$ cat src/rtl/sync_pkg.sv
`timescale 1ns/1ps
package sync_pkg;
    localparam int PER_W = 12;

    typedef logic [PER_W-1:0] period_t;

    typedef struct packed {
        logic    present;
        logic    active_high;
        period_t period;
    } sync_stat_t;

    function automatic period_t sat_inc(period_t v);
        return (v == '1) ? v : period_t'(v + 1'b1);
    endfunction
endpackage

$ cat src/rtl/sync_deglitch.sv
`timescale 1ns/1ps
module sync_deglitch #(
    parameter int GLITCH_CYC = 2
) (
    input  logic clk,
    input  logic rst_n,
    input  logic raw_in,
    output logic clean_out
);
    localparam int CW = $clog2(GLITCH_CYC + 1);

    typedef struct packed {
        logic          meta;
        logic          sync;
        logic          filt;
        logic [CW-1:0] cnt;
    } dg_state_t;

    dg_state_t st_d, st_q;

    always_comb begin
        st_d      = st_q;
        st_d.meta = raw_in;
        st_d.sync = st_q.meta;
        if (st_q.sync == st_q.filt) begin
            st_d.cnt = '0;
        end else if (st_q.cnt == CW'(GLITCH_CYC - 1)) begin
            st_d.filt = st_q.sync;
            st_d.cnt  = '0;
        end else begin
            st_d.cnt = CW'(st_q.cnt + 1'b1);
        end
    end

    always_ff @(posedge clk or negedge rst_n) begin
        if (!rst_n) st_q <= '0;
        else        st_q <= st_d;
    end

    assign clean_out = st_q.filt;

    // a new filtered level must have been present on the synchronized input
    assert_filter_follows_R1: assert property (@(posedge clk) disable iff (!rst_n)
        (st_q.filt != $past(st_q.filt)) |-> ($past(st_q.sync) == st_q.filt));
endmodule

$ cat src/rtl/sync_period_meter.sv
`timescale 1ns/1ps
module sync_period_meter
    import sync_pkg::*;
#(
    parameter int TO_W = 16
) (
    input  logic            clk,
    input  logic            rst_n,
    input  logic            lvl,
    input  logic [TO_W-1:0] timeout_cycles,
    output logic            meas_valid,
    output period_t         meas_period,
    output logic            meas_active_high,
    output logic            meas_lost
);
    typedef struct packed {
        logic            prev;
        logic            armed;
        period_t         per;
        period_t         hi;
        period_t         lo;
        logic [TO_W-1:0] to;
        logic            valid;
        logic            lost;
        period_t         out_per;
        logic            out_pol;
    } mt_state_t;

    mt_state_t st_d, st_q;
    logic            rise;
    logic [TO_W-1:0] to_next;

    always_comb begin
        st_d       = st_q;
        st_d.valid = 1'b0;
        st_d.lost  = 1'b0;
        st_d.prev  = lvl;
        rise       = lvl & ~st_q.prev;
        to_next    = (st_q.to == '1) ? st_q.to : TO_W'(st_q.to + 1'b1);
        if (rise) begin
            if (st_q.armed) begin
                st_d.valid   = 1'b1;
                st_d.out_per = st_q.per;
                st_d.out_pol = (st_q.hi < st_q.lo);
            end
            st_d.armed = 1'b1;
            st_d.per   = period_t'(1);
            st_d.hi    = period_t'(1);
            st_d.lo    = '0;
            st_d.to    = '0;
        end else begin
            st_d.per = sat_inc(st_q.per);
            if (lvl) st_d.hi = sat_inc(st_q.hi);
            else     st_d.lo = sat_inc(st_q.lo);
            st_d.to = to_next;
            if (st_q.armed && (to_next >= timeout_cycles)) begin
                st_d.lost  = 1'b1;
                st_d.armed = 1'b0;
            end
        end
    end

    always_ff @(posedge clk or negedge rst_n) begin
        if (!rst_n) st_q <= '0;
        else        st_q <= st_d;
    end

    assign meas_valid       = st_q.valid;
    assign meas_period      = st_q.out_per;
    assign meas_active_high = st_q.out_pol;
    assign meas_lost        = st_q.lost;

    // rising edges are at least two clocks apart, so results never come back to back
    assert_no_adjacent_result_R2: assert property (@(posedge clk) disable iff (!rst_n)
        meas_valid |=> !meas_valid);
    assert_single_loss_R6: assert property (@(posedge clk) disable iff (!rst_n)
        meas_lost |=> !meas_lost);
    assert_result_xor_loss_R6: assert property (@(posedge clk) disable iff (!rst_n)
        $onehot0({meas_valid, meas_lost}));
endmodule

$ cat src/rtl/csync_vsep.sv
`timescale 1ns/1ps
module csync_vsep
    import sync_pkg::*;
(
    input  logic    clk,
    input  logic    rst_n,
    input  logic    lvl,
    input  logic    h_valid,
    input  period_t h_period,
    input  logic    h_active_high,
    input  logic    h_lost,
    output logic    v_derived,
    output logic    h_accept,
    output logic    ref_active_high
);
    typedef struct packed {
        period_t ref_half;
        logic    ref_pol;
        logic    ref_ok;
        period_t run;
        logic    vout;
        logic    vseen;
        logic    skip;
    } vs_state_t;

    vs_state_t st_d, st_q;
    logic      in_active;

    always_comb begin
        st_d      = st_q;
        in_active = (lvl == st_q.ref_pol);
        st_d.run  = in_active ? sat_inc(st_q.run) : '0;
        st_d.vout = in_active && st_q.ref_ok && (st_d.run > st_q.ref_half);
        if (st_d.vout) st_d.vseen = 1'b1;
        h_accept = h_valid && !st_q.vseen && !st_q.skip;
        if (h_valid) begin
            st_d.skip  = st_q.vseen;
            st_d.vseen = st_d.vout;
            if (h_accept) begin
                st_d.ref_half = period_t'(h_period >> 1);
                st_d.ref_pol  = h_active_high;
                st_d.ref_ok   = 1'b1;
            end
        end
        if (h_lost) begin
            st_d.ref_ok = 1'b0;
            st_d.vseen  = 1'b0;
            st_d.skip   = 1'b0;
        end
    end

    always_ff @(posedge clk or negedge rst_n) begin
        if (!rst_n) st_q <= '0;
        else        st_q <= st_d;
    end

    assign v_derived       = st_q.vout;
    assign ref_active_high = st_q.ref_pol;

    // a line result is never taken while a vertical pulse is running
    assert_no_line_during_v_R10: assert property (@(posedge clk) disable iff (!rst_n)
        h_accept |-> !v_derived);
    assert_v_needs_reference_R9: assert property (@(posedge clk) disable iff (!rst_n)
        $rose(v_derived) |-> $past(st_q.ref_ok));
endmodule

$ cat src/rtl/sync_timing_analyzer.sv
`timescale 1ns/1ps
module sync_timing_analyzer
    import sync_pkg::*;
#(
    parameter int GLITCH_CYC = 2,
    parameter int TO_W       = 16
) (
    input  logic            clk,
    input  logic            rst_n,
    input  logic            comp_mode,
    input  logic [TO_W-1:0] timeout_cycles,
    input  logic            hsync_in,
    input  logic            vsync_in,
    output logic [PER_W-1:0] stat_h_period,
    output logic            stat_h_active_high,
    output logic            stat_h_present,
    output logic [PER_W-1:0] stat_v_period,
    output logic            stat_v_active_high,
    output logic            stat_v_present,
    output logic            stat_strobe,
    output logic            stat_changed
);
    localparam int N_IN = 2;

    logic [N_IN-1:0] raw_vec, clean_vec;
    assign raw_vec = {vsync_in, hsync_in};

    for (genvar gi = 0; gi < N_IN; gi++) begin : g_cond
        sync_deglitch #(.GLITCH_CYC(GLITCH_CYC)) u_dg (
            .clk      (clk),
            .rst_n    (rst_n),
            .raw_in   (raw_vec[gi]),
            .clean_out(clean_vec[gi])
        );
    end

    logic    h_valid, h_pol, h_lost;
    period_t h_per;
    logic    v_valid, v_pol, v_lost;
    period_t v_per;
    logic    v_derived, h_accept, ref_pol, v_lvl;

    sync_period_meter #(.TO_W(TO_W)) u_hmeter (
        .clk(clk), .rst_n(rst_n), .lvl(clean_vec[0]), .timeout_cycles(timeout_cycles),
        .meas_valid(h_valid), .meas_period(h_per), .meas_active_high(h_pol), .meas_lost(h_lost)
    );

    csync_vsep u_vsep (
        .clk(clk), .rst_n(rst_n), .lvl(clean_vec[0]),
        .h_valid(h_valid), .h_period(h_per), .h_active_high(h_pol), .h_lost(h_lost),
        .v_derived(v_derived), .h_accept(h_accept), .ref_active_high(ref_pol)
    );

    assign v_lvl = comp_mode ? v_derived : clean_vec[1];

    sync_period_meter #(.TO_W(TO_W)) u_vmeter (
        .clk(clk), .rst_n(rst_n), .lvl(v_lvl), .timeout_cycles(timeout_cycles),
        .meas_valid(v_valid), .meas_period(v_per), .meas_active_high(v_pol), .meas_lost(v_lost)
    );

    typedef struct packed {
        sync_stat_t h;
        sync_stat_t v;
        logic       strobe;
        logic       changed;
    } st_state_t;

    st_state_t  st_d, st_q;
    logic       h_take;
    sync_stat_t h_new, v_new;

    always_comb begin
        h_take = comp_mode ? h_accept : h_valid;
        h_new  = st_q.h;
        v_new  = st_q.v;
        if (h_take)      h_new = '{present: 1'b1, active_high: h_pol, period: h_per};
        else if (h_lost) h_new = '0;
        if (v_valid)     v_new = '{present: 1'b1, active_high: (comp_mode ? ref_pol : v_pol), period: v_per};
        else if (v_lost) v_new = '0;
        st_d         = st_q;
        st_d.h       = h_new;
        st_d.v       = v_new;
        st_d.strobe  = h_take | h_lost | v_valid | v_lost;
        st_d.changed = (h_new != st_q.h) || (v_new != st_q.v);
    end

    always_ff @(posedge clk or negedge rst_n) begin
        if (!rst_n) st_q <= '0;
        else        st_q <= st_d;
    end

    assign stat_h_period      = st_q.h.period;
    assign stat_h_active_high = st_q.h.active_high;
    assign stat_h_present     = st_q.h.present;
    assign stat_v_period      = st_q.v.period;
    assign stat_v_active_high = st_q.v.active_high;
    assign stat_v_present     = st_q.v.present;
    assign stat_strobe        = st_q.strobe;
    assign stat_changed       = st_q.changed;

    assert_changed_with_strobe_R8: assert property (@(posedge clk) disable iff (!rst_n)
        stat_changed |-> stat_strobe);
    assert_fields_hold_R7: assert property (@(posedge clk) disable iff (!rst_n)
        !stat_strobe |-> ($stable(stat_h_period) && $stable(stat_v_period) &&
                          $stable(stat_h_present) && $stable(stat_v_present)));
    assert_h_loss_clears_R6: assert property (@(posedge clk) disable iff (!rst_n)
        $fell(stat_h_present) |-> (stat_h_period == '0 && !stat_h_active_high));
    assert_v_absent_zero_R6: assert property (@(posedge clk) disable iff (!rst_n)
        !stat_v_present |-> (stat_v_period == '0));
endmodule

$ cat config.mk
export PLATFORM = sky130hd
export DESIGN_NAME = sync_timing_analyzer
export DESIGN_NICKNAME = d
export VERILOG_FILES = /design/src/rtl/sync_pkg.sv /design/src/rtl/sync_deglitch.sv /design/src/rtl/sync_period_meter.sv /design/src/rtl/csync_vsep.sv /design/src/rtl/sync_timing_analyzer.sv
export SDC_FILE = /design/constraint.sdc
export NUM_CORES = 1
export LEC_CHECK = 0
export ABC_AREA = 1
export BUFFER_PORTS_ARGS = -buffer_cell sky130_fd_sc_hd__buf_2
export CORE_AREA = 2 2 180 182
export CTS_CLUSTER_SIZE = 30
export DETAILED_ROUTE_END_ITERATION = 16
export DIE_AREA = 0 0 182 184
export HOLD_SLACK_MARGIN = 0.05
export PLACE_DENSITY = 0.68
export RECOVER_POWER = 100
export SYNTH_ARGS = -nofsm -noshare
export SYNTH_HDL_FRONTEND = slang
export SYNTH_HIERARCHICAL = 1
export SYNTH_SLANG_ARGS = --single-unit
$ cat constraint.sdc
create_clock -name clk -period 2.4 [get_ports clk]
set_input_delay 0.12 -clock clk [delete_from_list [all_inputs] [get_ports clk]]
set_output_delay 0.12 -clock clk [all_outputs]
set_load 0.005 [all_outputs]
Yosys cells after proc, flatten, opt, wreduce, memory -nomap -nowiden
Index checks and enable logic that the tools add are counted.

$add $sub $neg: 11. Order comparisons: 5. Eq/ne operators: 24. Muxes and demuxes: 43. Bitwise logic cells: 9. Reduce and logical (&&, ||, !) cells: 26.

Operators by type and width (count): 12-bit two-way mux (12); 53-bit two-way mux (2); 12-bit by 1-bit adder with 12-bit output, second input constant (7); 12-bit equality test, second input constant (7); 14-bit two-way mux (4); 16-bit by 1-bit adder with 16-bit output, second input constant (2); 16-bit equality test, second input constant (2); 16-bit >= comparator (2); 16-bit two-way mux (2); 14-bit != test (2); 12-bit less-than comparator (2); 2-bit AND reduction (10); 1-bit two-way mux (17); 2-bit by 1-bit != test with 1-bit output, second input constant (7); 12-bit by 11-bit > comparator with 1-bit output (1); 2-bit two-way mux (6); 2-bit nonzero test (6); 1-bit logical AND (6); 2-bit by 1-bit adder with 2-bit output, second input constant (2); 2-bit by 1-bit equality test with 1-bit output, second input constant (2); 1-bit NOT (4); 1-bit equality test (3); 1-bit bitwise OR (3); 3-bit nonzero test (1); 4 further kinds (6).

Bits in registers: 206. Input bits: 21. Output and inout bits: 30. Logic and storage cells: 161.

Logic depth before layout (Yosys ltp)
Depth in word-level cells: 8. Mapped depth: 24. Depth with buffers taken out: 24.

Hierarchy
The synthesis kept the hierarchy.

Modules (own cells, without submodules): sync_period_meter at u_vmeter (instances 1, cells an instance 558, area each 4361.7 um2, seq. area each 1726.7 um2); sync_period_meter at u_hmeter (instances 1, cells an instance 562, area each 4341.7 um2, seq. area each 1726.7 um2); sync_timing_analyzer (instances 1, cells an instance 246, area each 1793.0 um2, seq. area each 750.7 um2); csync_vsep (instances 1, cells an instance 187, area each 1564.0 um2, seq. area each 700.7 um2); sync_deglitch (instances 2, cells an instance 19, area each 181.4 um2, seq. area each 125.1 um2).

Least setup slack after synthesis
OpenSTA, ideal clock, no wires.

Path type: register -> register. From: register u_vsep/st_q[3] in the netlist's numbering. To: register u_vsep/st_q[1] in the netlist's numbering. Library setup time: 123 ps. Data arrival time: 2250 ps. Required time: 2277 ps. Path slack: 27 ps. Cell stages (with the launch flop): 24. Buffers on the path: 0. Period minus slack after synthesis: 2373 ps. Path through: dfrtp_1 ha_1 and3_4 nand3_4 nor2_4 nand3_4 inv_2 nand2_1 a21oi_1 ha_1 nand2_1 nand2_1 nand2_1 nand2_1 nand2_1 nand2_1 nand2_1 nand2_1 nand2_1 nand2_1 nand2_1 nand2_1 nand2_2 a21oi_2.

RTL lines: from (decl) (line csync_vsep.sv:26) `vs_state_t st_d, st_q;`; from (signal assigned) (line csync_vsep.sv:54) `else st_q <= st_d;`.

Worst setup path after layout
From: register u_hmeter/st_q[15] in the netlist's numbering. To: register u_hmeter/st_q[67] in the netlist's numbering.

Cells in the longest elaborated chain, start to end: 5. Elaborated cells on any way between the ends: 6. Those cells by class: add/sub (1); order compare (1); eq/ne (1); mux (1); reduce/logical (2).

RTL lines: from (decl) (line sync_period_meter.sv:29) `mt_state_t st_d, st_q;`; from (signal assigned) (line sync_period_meter.sv:65) `else st_q <= st_d;`; 16-bit by 1-bit adder with 16-bit output / 16-bit equality test (equally long branches) (line sync_period_meter.sv:39) `to_next = (st_q.to == '1) ? st_q.to : TO_W'(st_q.to + 1'b1);`; 16-bit two-way mux * (line sync_period_meter.sv:39); 16-bit >= comparator * (line sync_period_meter.sv:56) `if (st_q.armed && (to_next >= timeout_cycles)) begin`; 1-bit logical AND * (line sync_period_meter.sv:56); 2-bit nonzero test (no line) *.

Mark *: on every way between the ends. The rest lies on a longest branch, timed or not. A chain may end at the register's enable or synchronous reset.

==> flow_summary.ini <==
[drt]
vias = 10355
drtIter0Drc = 632
routed_wl_um = 27400
wire_per_inst_um = 13.1
drt-pass1-iter-count = 5
antenna_left = 0
post-route-drc-count = 0
vias_per_cell = 4.95

[sta]
grt_setup_unrepaired = true
drv_slew = 0
fin_ws_ps = -143
fin_skew_ps = 23.5
period_minus_slack_ps = 2540
relSlewSlack = 0.133
max_freq_ghz = 0.393
setup_viol_count_final = 5
finalHoldViolations = 0
fin_crit_sh = 1.06
hold_ws_ps = 251
setup_tns_ps = -427
tightest_slew_ps = 1300

[cells_and_area]
num-nets-final = 1766
area_delta_synth_final_pct = 14.8
drive_above_1_share = 0.137
diodes = 0

[global_route]
grt_usage = 0.164
grt_first_pass_wirelength_um = 46700
antenna_found_initial = 0
grt_overflow = 0
grt_max_degree = 59
grt_pass1_vias = 10073

[cts]
cts_buffers = 24
cts.htree.levels = 1
clock_path_buffers = 3
cts_tree = done
numClockSinks = 206
path_clk_slew_ps = 60
root_buffer = clkbuf_16
clk_latency_ps = 520

[status]
status = finished, violations left
violations = negative setup slack

[yosys]
synth_fa_ha_area_frac = 0.0745
yosysMostFrequentCell = nand2_1
syn_nets = 1686
ys_seq_elements = 206
synthTopCellsByCount = nand2_1 (386), inv_1 (221), dfrtp_1 (206)
synth_warnings = 6
synth-async-reset-ratio = 1.00
yosys_most_used_dff = dfrtp_1
muxShareOfSynthArea = 0
ys_seq_area_frac = 0.415
synth_top_family_by_area = simple AND/OR/NAND/NOR gates
synth_xor_xnor_area_share = 0.0317
yosys.area_share.simple = 0.270
synth_cells = 1591
synth_area_leaders = dfrtp_1 (41%), nand2_1 (12%), ha_1 (7.5%), inv_1 (6.7%), o21ai_0 (5.4%)
synth_top_area_cell = dfrtp_1
synth_edf_count = 0
synth_cell_types = 43
synth_compound_area_frac = 0.105
syn_area_um2 = 12400
syn_avg_cell_area_um2 = 7.81
yosys.area.top_type_share = 0.415

[critical_path]
cp-endpoint = u_hmeter/st_q[67]
cp.arrival_ps = 2990
crit_path_top_delay_cell = dfrtp_1
criticalPathCategory = register to register
cp_data_required_time_ps = 2850
r2r_end = u_hmeter/st_q[67]
start_kind = register
cpPeakStageDelay_ps = 370
worstPathCellList = ha_2 -> nand2_2 -> buf_6 -> nor3_4 -> nand2_2 -> nor2_4 -> clkinv_4 -> buf_6 -> nand2_4 -> ha_4 -> nand2_2 -> o21bai_1 -> a21oi_1 -> nor2_2 -> nand3_1 -> nand2_1
startpoint = u_hmeter/st_q[15]
ff2ff_path_depth = 16
r2r_start = u_hmeter/st_q[15]
r2r_slack_ps = -140
cp_max_fo = 7
cpMostUsedCell = nand2_2
endpoint_kind = register

[placement]
place_congestion = 0.825
io_buffers = 50
hpwl_um = 19600

[run]
drv_cap = 0

[floorplanning]
initial_core_util = 0.396
fp-row-count = 65
die_y_um = 184
fp.dieW_um = 182
dieArea_um2 = 33500
core_um2 = 31400
ioPinCount = 51

[min_path]
holdCritPathClass = primary input to register

[pwr]
vdd_ir_drop_max_uv = 761
leakage_nw = 7.11
powerDensity_nw_per_um2 = 894
p_total_mw = 12.7
worst max-delay path, delay by kind of cell (launching register included):
family | cells | cell delay [ps]
fa+ha+maj | 2 | 400
flops | 1 | 370
buf+inv | 3 | 400
simple gates | 9 | 1050
compound gates | 2 | 260
repair_timing:
action | CTS | global route
setup buffers | 1 | 17
endpoints found under the setup margin | 2 | 6
hold buffers | 4 | 0
endpoints found under the hold margin | 211 | 0
gates resized for setup | 4 | 42
pin swaps | 0 | 27
through the flow:
stage / setup slack [ps] / std cells / utilization / instance area, um^2
2_1_floorplan: 26.6 / 1591 / - / 12400
3_3_place_gp: -50.7 / 2025 / 0.418 / 13100
3_5_place_dp: -98.4 / 2025 / 0.418 / 13100
4_1_cts: -57.4 / 2074 / 0.447 / 14000
5_1_grt: -356 / 2091 / 0.454 / 14300
6_report: -143 / 2091 / 0.454 / 14300
layout make-up:
type                            count  area, um^2
Fill cell                        3106       17100
Multi-Input combinational cell   1093        6120
Sequential cell                   206        5160
Inverter                          235         892
Clock buffer                       35         722
Timing Repair Buffer              111         702
Tap cell                          402         503
Clock inverter                      9         159
layout by cell type (no fill, tap or decap), types with 11 or more instances in the layout:
master	n
nor3_1	27
buf_2	30
a21oi_2	19
inv_1	221
nand3_1	130
xor2_1	40
clkbuf_16	24
o21ai_0	130
nand4_1	35
nor2_1	96
a21oi_1	50
dfrtp_1	205
inv_2	11
ha_1	67
buf_4	48
nand2_1	380
clkbuf_1	22
nand2_2	19
how the worst min path moves through the flow:
stage / startpoint / to / slack (ps) / depth (start not counted)
2_1_floorplan: rst_n / g_cond[0].u_dg/clean_out / -180 / 0
3_3_place_gp: rst_n / u_vmeter/st_q[17] / 110 / 1
3_5_place_dp: rst_n / u_vmeter/st_q[17] / 120 / 1
4_1_cts: rst_n / u_vmeter/st_q[51] / 130 / 2
5_1_grt: hsync_in / g_cond[0].u_dg/st_d[3] / 250 / 2
6_report: timeout_cycles[15] / u_hmeter/meas_lost / 250 / 7
kinds of logic after synthesis:
logic type,Yosys count
AOI/OAI and AO/OA,238
xor gates and xnor gates,45
adders and majority gates,74
buffers and inverters,292
DFF,206
and+or+nand+nor,736
where the power goes:
part / internal, mW / switching [mW] / leakage [nW] / total [mW]
registers: 4.11 / 0.632 / 2.74 / 4.74
logic: 1.45 / 2.57 / 3.93 / 4.02
clock network: 2.52 / 1.47 / 0.432 / 3.99
total: 8.08 / 4.67 / 7.11 / 12.7
state kept, by name, summed over array words and instances, names as in the netlist, 2 cells and up:
register and flops:
g_cond.u_dg/clean_out 2, g_cond.u_dg/st_d 2, g_cond.u_dg/st_q 6, stat_h_period 12
stat_v_period 12, u_hmeter/meas_period 12, u_hmeter/st_q 54, u_vmeter/meas_period 12
u_vmeter/st_q 54, u_vsep/st_q 26
metal layers:
metal,routed length [um],part of all wire,vias up,track usage
met3,949,0.035,38,0.0204
met2,12900,0.47,154,0.284
met4,475,0.017,0,0.0355
li1,-,-,5299,-
met1,13000,0.48,4864,0.220
met5,0,0,-,0
Power figures use the tool's default switching activity.
